--- config.mk ---
export PLATFORM = sky130hd
export DESIGN_NAME = mm_seq_top
export DESIGN_NICKNAME = d
export VERILOG_FILES = /design/src/rtl/mm_seq_pkg.sv /design/src/rtl/mm_seq_ctr.sv /design/src/rtl/mm_seq_fsm.sv /design/src/rtl/mm_seq_top.sv
export SDC_FILE = /design/constraint.sdc
export NUM_CORES = 1
export LEC_CHECK = 0
export ABC_CLOCK_PERIOD_IN_PS = 5850
export BUFFER_PORTS_ARGS = -buffer_cell sky130_fd_sc_hd__buf_2
export CAP_MARGIN = 25
export CORE_MARGIN = 5
export CORE_UTILIZATION = 44
export CTS_BUF_LIST = sky130_fd_sc_hd__clkbuf_2 sky130_fd_sc_hd__clkbuf_4 sky130_fd_sc_hd__clkbuf_8
export DETAILED_ROUTE_END_ITERATION = 6
export GPL_TIMING_DRIVEN = 0
export PLACE_DENSITY = 0.89
export SYNTH_ARGS = -nofsm -noshare
export SYNTH_HDL_FRONTEND = slang
export SYNTH_HIERARCHICAL = 1
export SYNTH_SLANG_ARGS = --single-unit
--- constraint.sdc ---
create_clock -name clk -period 5.85 [get_ports clk]
set_input_delay 1.4625 -clock clk [delete_from_list [all_inputs] [get_ports clk]]
set_output_delay 1.4625 -clock clk [all_outputs]
set_load 0.02 [all_outputs]
--- src/rtl/mm_seq_pkg.sv ---
package mm_seq_pkg;

  typedef enum logic [2:0] {
    ST_RST   = 3'd0,
    ST_READ  = 3'd1,
    ST_LOAD  = 3'd2,
    ST_CHECK = 3'd3,
    ST_WREQ  = 3'd4,
    ST_DONE  = 3'd5,
    ST_UNLD  = 3'd6,
    ST_NEXT  = 3'd7
  } seq_st_e;

endpackage

--- src/rtl/mm_seq_ctr.sv ---
module mm_seq_ctr #(
  parameter int W    = 8,
  parameter int STEP = 1
) (
  input  logic         clk,
  input  logic         rst_n,
  input  logic         clr,
  input  logic         ld,
  input  logic [W-1:0] ld_val,
  input  logic         inc,
  output logic [W-1:0] cnt
);

  always_ff @(posedge clk or negedge rst_n) begin
    if (!rst_n)   cnt <= '0;
    else if (clr) cnt <= '0;
    else if (ld)  cnt <= ld_val;
    else if (inc) cnt <= cnt + W'(STEP);
  end

endmodule

--- src/rtl/mm_seq_fsm.sv ---
module mm_seq_fsm
  import mm_seq_pkg::*;
(
  input  logic    clk,
  input  logic    rst_n,
  input  logic    start,
  input  logic    fa_ready,
  input  logic    fb_ready,
  input  logic    data_req,
  input  logic    n_full,
  input  logic    set_last,
  input  logic    blk_last,
  output seq_st_e st,
  output logic    fa_valid,
  output logic    fb_valid,
  output logic    data_ack
);

  seq_st_e st_nx;
  logic    a_got, b_got;
  logic    a_fire, b_fire, beat_end;

  assign fa_valid = (st == ST_LOAD) && !a_got;
  assign fb_valid = (st == ST_LOAD) && !b_got;
  assign a_fire   = fa_valid && fa_ready;
  assign b_fire   = fb_valid && fb_ready;
  assign beat_end = (st == ST_LOAD) && (a_got || a_fire) && (b_got || b_fire);
  assign data_ack = beat_end;

  always_ff @(posedge clk or negedge rst_n) begin
    if (!rst_n) begin
      a_got <= 1'b0;
      b_got <= 1'b0;
    end else if (st != ST_LOAD || beat_end) begin
      a_got <= 1'b0;
      b_got <= 1'b0;
    end else begin
      if (a_fire) a_got <= 1'b1;
      if (b_fire) b_got <= 1'b1;
    end
  end

  always_comb begin
    st_nx = st;
    unique case (st)
      ST_RST:   if (start) st_nx = ST_READ;
      ST_READ:  st_nx = ST_LOAD;
      ST_LOAD:  if (beat_end) st_nx = ST_CHECK;
      ST_CHECK: st_nx = n_full ? ST_DONE : ST_WREQ;
      ST_WREQ:  if (data_req) st_nx = ST_READ;
      ST_DONE:  st_nx = ST_UNLD;
      ST_UNLD:  if (set_last) st_nx = ST_NEXT;
      ST_NEXT:  st_nx = blk_last ? ST_RST : ST_READ;
      default:  st_nx = ST_RST;
    endcase
  end

  always_ff @(posedge clk or negedge rst_n) begin
    if (!rst_n) st <= ST_RST;
    else        st <= st_nx;
  end

endmodule

--- src/rtl/mm_seq_top.sv ---
module mm_seq_top
  import mm_seq_pkg::*;
#(
  parameter int DW     = 32,
  parameter int AW     = 8,
  parameter int RW     = 32,
  parameter int STEP   = 2,
  parameter int BEATS  = 7,
  parameter int NSETS  = 4,
  parameter int NBLK   = 4,
  parameter int BCOLS  = 2,
  localparam int SW    = (NSETS > 1) ? $clog2(NSETS) : 1,
  localparam int CW    = (NSETS * NBLK > 1) ? $clog2(NSETS * NBLK) : 1
) (
  input  logic          clk,
  input  logic          rst_n,
  input  logic          start,
  output logic          pe_rst,
  output logic          mem_rd,
  output logic [AW-1:0] a_addr,
  output logic [AW-1:0] b_addr,
  input  logic [DW-1:0] a_rdata,
  input  logic [DW-1:0] b_rdata,
  output logic          fa_valid,
  input  logic          fa_ready,
  output logic [DW-1:0] fa_data,
  output logic          fb_valid,
  input  logic          fb_ready,
  output logic [DW-1:0] fb_data,
  output logic          data_ack,
  input  logic          data_req,
  output logic          done,
  output logic [SW-1:0] res_sel,
  input  logic [RW-1:0] res_data,
  output logic          c_we,
  output logic [CW-1:0] c_addr,
  output logic [RW-1:0] c_wdata
);

  localparam int NW   = $clog2(BEATS + 1);
  localparam int BW   = $clog2(NBLK + 1);
  localparam int SPAN = BEATS * STEP;

  seq_st_e        st;
  logic [NW-1:0]  n_cnt;
  logic [BW-1:0]  blk_cnt;
  logic [SW-1:0]  set_cnt;
  logic           n_full, set_last, blk_last;
  logic           in_rst, in_unld, addr_ld;
  logic [AW-1:0]  base [2];
  logic [AW-1:0]  addr [2];

  assign in_rst   = (st == ST_RST);
  assign in_unld  = (st == ST_UNLD);
  assign n_full   = (n_cnt == NW'(BEATS));
  assign set_last = (set_cnt == SW'(NSETS - 1));
  assign blk_last = (blk_cnt == BW'(NBLK));
  assign addr_ld  = (st == ST_NEXT) && !blk_last;

  // next block's bases: row of the grid for A, column for B
  always_comb begin
    base[0] = AW'((32'(blk_cnt) / BCOLS) * SPAN);
    base[1] = AW'((32'(blk_cnt) % BCOLS) * SPAN);
  end

  mm_seq_fsm u_fsm (
    .clk      (clk),
    .rst_n    (rst_n),
    .start    (start),
    .fa_ready (fa_ready),
    .fb_ready (fb_ready),
    .data_req (data_req),
    .n_full   (n_full),
    .set_last (set_last),
    .blk_last (blk_last),
    .st       (st),
    .fa_valid (fa_valid),
    .fb_valid (fb_valid),
    .data_ack (data_ack)
  );

  genvar g;
  generate
    for (g = 0; g < 2; g++) begin : g_addr
      mm_seq_ctr #(.W(AW), .STEP(STEP)) u_addr (
        .clk    (clk),
        .rst_n  (rst_n),
        .clr    (in_rst),
        .ld     (addr_ld),
        .ld_val (base[g]),
        .inc    (st == ST_READ),
        .cnt    (addr[g])
      );
    end
  endgenerate

  mm_seq_ctr #(.W(NW), .STEP(1)) u_beat (
    .clk    (clk),
    .rst_n  (rst_n),
    .clr    (in_rst || st == ST_DONE),
    .ld     (1'b0),
    .ld_val ('0),
    .inc    (data_ack),
    .cnt    (n_cnt)
  );

  mm_seq_ctr #(.W(BW), .STEP(1)) u_blk (
    .clk    (clk),
    .rst_n  (rst_n),
    .clr    (in_rst),
    .ld     (1'b0),
    .ld_val ('0),
    .inc    (st == ST_DONE),
    .cnt    (blk_cnt)
  );

  mm_seq_ctr #(.W(SW), .STEP(1)) u_set (
    .clk    (clk),
    .rst_n  (rst_n),
    .clr    (!in_unld),
    .ld     (1'b0),
    .ld_val ('0),
    .inc    (in_unld),
    .cnt    (set_cnt)
  );

  mm_seq_ctr #(.W(CW), .STEP(1)) u_cadr (
    .clk    (clk),
    .rst_n  (rst_n),
    .clr    (in_rst),
    .ld     (1'b0),
    .ld_val ('0),
    .inc    (in_unld),
    .cnt    (c_addr)
  );

  assign pe_rst  = in_rst;
  assign mem_rd  = (st == ST_READ);
  assign a_addr  = addr[0];
  assign b_addr  = addr[1];
  assign fa_data = a_rdata;
  assign fb_data = b_rdata;
  assign done    = (st == ST_DONE);
  assign res_sel = set_cnt;
  assign c_we    = in_unld;
  assign c_wdata = res_data;

endmodule

==> metrics.txt, run 1 <==
status complete, no violations; Sequential Area 826 µm²; Int Pwr 0.791 mW; io pins 227; Layout Area Growth over Synthesis 37.0%; top post-synthesis cells by count buf_4, dfrtp_1, nor2_1, inv_1, nand2_1; crit-path leading delay family simple AND/OR/NAND/NOR gates; Critical-path top delay cell nor2_1; CP max stage delay 0.36 ns; Final #Nets 597; worst-path cell chain buf_2 > o21ai_0 > nor2_1 > buf_2; ys flop type dfrtp_1; most frequent cell after synthesis buf_4; crit path launch type input port; ys async rst share 1.00; H-tree levels 2; Final GP Congestion 0.754; post-CTS sizing 0; sequential area share after synthesis 0.298; worst path required time 4.39 ns; leakage 2.10 nW; Routed Antenna Nets 0; Mapped Cells 306; drt first pass iters 4; CTS root buf clkbuf_8; Clock transition at path regs 0.07 ns; CP dominant cell by count buf_2; Buf+Inv Stages, Crit Path 2; latest clock arrival within the worst-skew pair 0.28 ns; switching pwr 0.609 mW; Critical Path Sink Type output port; first-pass GRT wire length 9580 µm; hold_buf cts 0; Max-Cap Viols 0; PD cells 369 nW/µm²; number of library cell types mapped by synthesis 45; total design power 1.40 mW; fill cell count 551; FF+latch count, synth 33; DRT iter0 DRCs 96; DIE WIDTH 89.3 µm; vias in the first global route 2357; CTS tree built; Port Buffers 130; Synth area leaders dfrtp_1, buf_4, ha_1; peak supply drop 0.000197 V; final setup fails 0; via count 2533; Max Clk Rate 0.267 GHz; post-synth top area share 0.298; Overflow after GRT 0; crit path DAT 2.28 ns; relative slew slack 0.436; die area 7980 µm²; largest net degree at the start of global routing 34; Sequential Power Share 0.306; FP Rows 29; Avg Inst Size Synth 9.05 µm²; RSZ-0062 raised after global routing false; initial antenna violation count 0; class of the worst hold path register to register; WS Path Type input port to output port; Final Hold Viols 0; Sink Count 33; Worst Max-Slew Pin Slew 0.842 ns; clock skew 0.00985 ns; final-report max-slew violation count 0; CTS max path bufs 2; post-CTS setup buffer count 0; CTS Buf Count 5; Yosys warnings 6; minimum clock period 3.74 ns; clock power share 0.161; wire length per cell 11.8 µm; DP HPWL 5590 µm; die height 89.3 µm; layout cells sized above 1 0.518; setup TNS 0 ns; worst-path maximum fanout 5; CORE AREA 6240 µm²; ANT cells 0; Comb pwr share 0.533; switching share of power 0.435; period utilization 0.640; vias per inst 4.52; Post-synth EDFFs 0; Routed WL 6630 µm; GRT Overall Usage 0.149; Initial Util 0.444; Residual DRC 0; area of the multi-input gates 1270 µm²; cell accounting for the most synthesized area dfrtp_1; Mapped Area 2770 µm²
[stage by stage]
stage                     setup WS [ns]   util  area, µm²  hold WS (ns)  std cells
final                              2.11  0.608       3790         0.488        560
after global routing               2.03  0.608       3790         0.531        560
after CTS                          2.12  0.608       3790         0.489        560
after detailed placement           2.13  0.588       3670         0.480        552
after global placement             2.18  0.586       3650         0.467        550
after floorplan                    2.39      -       2910         0.450        343
[worst paths after layout]
kind,from,to,slack (ns),depth (start not counted)
min in group asynchronous,rst_n,u_set/cnt[0]$_DFFE_PN0P_,1.25,1
worst min register to register,u_fsm/b_got$_DFFE_PN0P_,u_fsm/a_got$_DFFE_PN0P_,0.49,1
worst max-delay path,fa_ready,data_ack,2.11,4
worst min-delay path,u_fsm/b_got$_DFFE_PN0P_,u_fsm/a_got$_DFFE_PN0P_,0.49,1
worst max register to register,u_fsm/st[0]$_DFFE_PN0P_,u_beat/cnt[2]$_DFFE_PN0P_,3.58,7
max in group asynchronous,rst_n,g_addr[0].u_addr/cnt[0]$_DFFE_PN0P_,4.09,1
[worst reg2reg max path: cells and delay by family, from the launching register on]
kind / cells / cell delay [ns]
AOI/OAI and AO/OA: 3 / 0.68
and+or+nand+nor: 2 / 0.59
DFF: 1 / 0.49
adders and majority gates: 1 / 0.23
buffers and inverters: 1 / 0.15
[cells in the final DEF, fill, tap and decap left out, types with 2 or more instances in the layout]
| master | count |
|---|---|
| o21ai_0 | 4 |
| clkbuf_8 | 6 |
| nor3b_1 | 3 |
| buf_4 | 97 |
| ha_1 | 13 |
| o21a_1 | 2 |
| nor2_1 | 21 |
| a21o_1 | 2 |
| clkbuf_1 | 4 |
| mux2_2 | 2 |
| a21oi_1 | 7 |
| a2111oi_2 | 3 |
| buf_2 | 132 |
| nand2_1 | 15 |
| mux2_1 | 2 |
| nand3_1 | 2 |
| or3_1 | 2 |
| and2_1 | 3 |
| xor2_1 | 7 |
| nand4_2 | 2 |
| and4b_1 | 3 |
| dfrtp_1 | 33 |
| and4_2 | 2 |
| conb_1 | 38 |
| a211oi_1 | 14 |
| mux2i_1 | 7 |
| xnor2_1 | 7 |
| nor3_1 | 2 |
| or2_1 | 2 |
| a311oi_1 | 4 |
| nor2b_1 | 8 |
| inv_1 | 17 |
[kinds of logic after synthesis]
group                    after synthesis  share of synthesized area
buffers and inverters                119                      0.295
AND/OR/NAND/NOR                       73                      0.145
AO/OA/AOI/OAI                         42                      0.116
flip-flops                            33                      0.298
XOR/XNOR                              14                     0.0443
adder cells (fa/ha/maj)               13                     0.0587
multiplexers                          11                     0.0416
other                                  1                    0.00135
[flip-flops by register name (all words and copies together), names as in the netlist]
register           flops
u_fsm/st               3
u_fsm/b_got            1
u_set/cnt              2
u_fsm/a_got            1
u_blk/cnt              3
g_addr.u_addr/cnt     16
u_cadr/cnt             4
u_beat/cnt             3
[power by group through the flow]
stage | sequential, mW | combinational (mW) | clock, mW
3_5_place_dp | 0.435 | 0.751 | 0
6_report | 0.429 | 0.746 | 0.225
4_1_cts | 0.431 | 0.756 | 0.232
2_1_floorplan | 0.481 | 0.482 | 0
5_1_grt | 0.448 | 0.820 | 0.243
3_3_place_gp | 0.423 | 0.717 | 0
[routing by layer]
metal,global-route usage,vias to the layer above,routed length (µm)
met5,0,-,0
met4,0.0595,0,112
met2,0.287,146,3520
met3,0.0369,13,862
met1,0.151,1127,2130
li1,-,1247,-
[layout make-up]
cell class	instances	share of cell area
Clock buffer	7	0.0238
Timing Repair Buffer	132	0.175
Tap cell	77	0.0254
Clock inverter	1	0.00792
Multi-Input combinational cell	191	0.335
Sequential cell	33	0.218
Inverter	17	0.0168
Buffer	102	0.198
(Power assumes the default switching activity.)
==> run 2: changes to the inputs <==
--- a/config.mk
+++ b/config.mk
@@ -5,15 +5,15 @@
 export SDC_FILE = /design/constraint.sdc
 export NUM_CORES = 1
 export LEC_CHECK = 0
-export ABC_CLOCK_PERIOD_IN_PS = 5850
+export ABC_CLOCK_PERIOD_IN_PS = 3450
 export BUFFER_PORTS_ARGS = -buffer_cell sky130_fd_sc_hd__buf_2
 export CAP_MARGIN = 25
 export CORE_MARGIN = 5
-export CORE_UTILIZATION = 44
+export CORE_UTILIZATION = 41
 export CTS_BUF_LIST = sky130_fd_sc_hd__clkbuf_2 sky130_fd_sc_hd__clkbuf_4 sky130_fd_sc_hd__clkbuf_8
 export DETAILED_ROUTE_END_ITERATION = 6
 export GPL_TIMING_DRIVEN = 0
-export PLACE_DENSITY = 0.89
+export PLACE_DENSITY = 0.84
 export SYNTH_ARGS = -nofsm -noshare
 export SYNTH_HDL_FRONTEND = slang
 export SYNTH_HIERARCHICAL = 1
==> constraint.sdc (replaced) <==
create_clock -name clk -period 3.45 [get_ports clk]
set_input_delay 0.8625 -clock clk [delete_from_list [all_inputs] [get_ports clk]]
set_output_delay 0.8625 -clock clk [all_outputs]
set_load 0.02 [all_outputs]
==> metrics.txt, run 2 (synthesized netlist as in run 1, its figures left out) <==
CTS root buf clkbuf_8 (unchanged); fill cell count 628 (was 551); layout cells sized above 1 0.518 (unchanged); die height 92.2 µm (was 89.3 µm); GRT Overall Usage 0.141 (was 0.149); CTS max path bufs 2 (unchanged); Final Hold Viols 0 (unchanged); post-CTS sizing 0 (unchanged); Final #Nets 597 (unchanged); final cell count without fillers 563 (was 560); crit path launch type register (was input port); biggest registers after layout g_addr.u_addr/cnt: 16 flops, u_cadr/cnt: 4 flops (unchanged); class of the worst hold path register to register (unchanged); io pins 227 (unchanged); Placed Cells 555 (was 552); Residual DRC 0 (unchanged); largest net degree at the start of global routing 34 (unchanged); reg-to-reg setup timing slack 1.21 ns (was 3.58 ns); commonest cells after routing, fill and taps aside buf_2, buf_4, conb_1 (unchanged); Port Buffers 130 (unchanged); hold_buf cts 0 (unchanged); Routed WL 6560 µm (was 6630 µm); commonest non-fill, non-tap cell in the layout buf_2 (unchanged); DP HPWL 5440 µm (was 5590 µm); Initial Util 0.414 (was 0.444); DRT iter0 DRCs 38 (was 96); max reg flops 16 (unchanged); post-CTS setup buffer count 0 (unchanged); CORE AREA 6680 µm² (was 6240 µm²); Final GP Congestion 0.767 (was 0.754); first-pass GRT wire length 10000 µm (was 9580 µm); worst-path cell chain inv_1 > ha_1 > nor2b_1 > o21ai_0 > nor2_1 > buf_2 (was buf_2 > o21ai_0 > nor2_1 > buf_2); CTS Buf Count 5 (unchanged); DIE WIDTH 92.2 µm (was 89.3 µm); minimum clock period 2.99 ns; Top reg by flops g_addr.u_addr/cnt (unchanged); CP max stage delay 0.48 ns (was 0.36 ns); CTS tree built (unchanged); Routed Antenna Nets 0 (unchanged); via count 2488 (was 2533); leakage 2.09 nW (was 2.10 nW); crit-path leading delay family simple AND/OR/NAND/NOR gates (unchanged); Layout Area Growth over Synthesis 36.0% (was 37.0%); relative slew slack 0.435 (was 0.436); Max-Cap Viols 0 (unchanged); period utilization 0.865; worst path required time 2.59 ns (was 4.39 ns); ANT cells 0 (unchanged); Clock transition at path regs 0.07 ns (about the same); initial antenna violation count 0 (unchanged); drt first pass iters 4 (unchanged); placed cell area 3680 µm² (was 3670 µm²); Critical-path top delay cell dfrtp_1 (was nor2_1); Max Clk Rate 0.335 GHz; H-tree levels 2 (unchanged); setup TNS 0 ns (unchanged); Worst Max-Slew Pin Slew 0.844 ns (was 0.842 ns); worst-path maximum fanout 11 (was 5); die area 8500 µm² (was 7980 µm²); crit path DAT 2.12 ns (was 2.28 ns); Overflow after GRT 0 (unchanged); post-route cell area 3760 µm² (was 3790 µm²); WS Path Type register to output port (was input port to output port); FP Rows 30 (was 29); peak supply drop 0.000283 V (was 0.000197 V); vias per inst 4.42 (was 4.52); Critical Path Sink Type output port (unchanged); wire length per cell 11.6 µm (was 11.8 µm); PD cells 607 nW/µm² (was 369 nW/µm²); final-report max-slew violation count 0 (unchanged); Buf+Inv Stages, Crit Path 2 (unchanged); latest clock arrival within the worst-skew pair 0.28 ns (about the same); final setup fails 0 (unchanged); clock skew 0.00613 ns (was 0.00985 ns); Sink Count 33 (unchanged); RSZ-0062 raised after global routing false (unchanged); status complete, no violations (unchanged); vias in the first global route 2377 (was 2357)
## run 2: stage by stage
stage / hold slack, ns / util / total power, mW / worst slack, ns
2_1_floorplan: 0.450 / - / 1.63 / 0.804
3_3_place_gp: 0.467 / 0.548 / 1.94 / 0.442
3_5_place_dp: 0.477 / 0.551 / 2.02 / 0.765
4_1_cts: 0.495 / 0.563 / 2.32 / 0.446
5_1_grt: 0.508 / 0.563 / 2.49 / 0.249
6_report: 0.494 / 0.563 / 2.29 / 0.465
## run 2: worst paths after layout
kind	startpoint	to	cells past startpoint
min in group asynchronous	rst_n	g_addr[0].u_addr/cnt[7]$_DFFE_PN0P_	1
min	u_fsm/b_got$_DFFE_PN0P_	u_fsm/a_got$_DFFE_PN0P_	1
max in group asynchronous	rst_n	g_addr[1].u_addr/cnt[3]$_DFFE_PN0P_	1
max reg2reg	u_fsm/st[0]$_DFFE_PN0P_	g_addr[0].u_addr/cnt[6]$_DFFE_PN0P_	4
max	u_fsm/st[0]$_DFFE_PN0P_	data_ack	6
min reg2reg	u_fsm/b_got$_DFFE_PN0P_	u_fsm/a_got$_DFFE_PN0P_	1
## run 2: layer usage
| metal | up-vias | global-route usage | part of all wire |
|---|---|---|---|
| met2 | 119 | 0.279 | 0.53 |
| li1 | 1245 | - | - |
| met4 | 0 | 0.0322 | 0.0087 |
| met1 | 1116 | 0.142 | 0.36 |
| met5 | - | 0 | 0 |
| met3 | 8 | 0.0427 | 0.10 |
## run 2: power breakdown
group / internal, mW / switching [mW] / total (mW)
logic: 0.554 / 0.716 / 1.27
registers: 0.545 / 0.181 / 0.726
clock network: 0.148 / 0.142 / 0.289
total: 1.25 / 1.04 / 2.29
## run 2: area by class of cell
cell class / count / area [µm²] / area share
flip-flops and latches: 33 / 826 / 0.219
plain buffers: 102 / 752 / 0.200
clock buffers: 6 / 76.3 / 0.0203
multi-input cells: 191 / 1270 / 0.338
well taps: 80 / 100 / 0.0266
repair buffers: 132 / 666 / 0.177
inverters: 17 / 63.8 / 0.0169
clock inverters: 2 / 10.0 / 0.00266
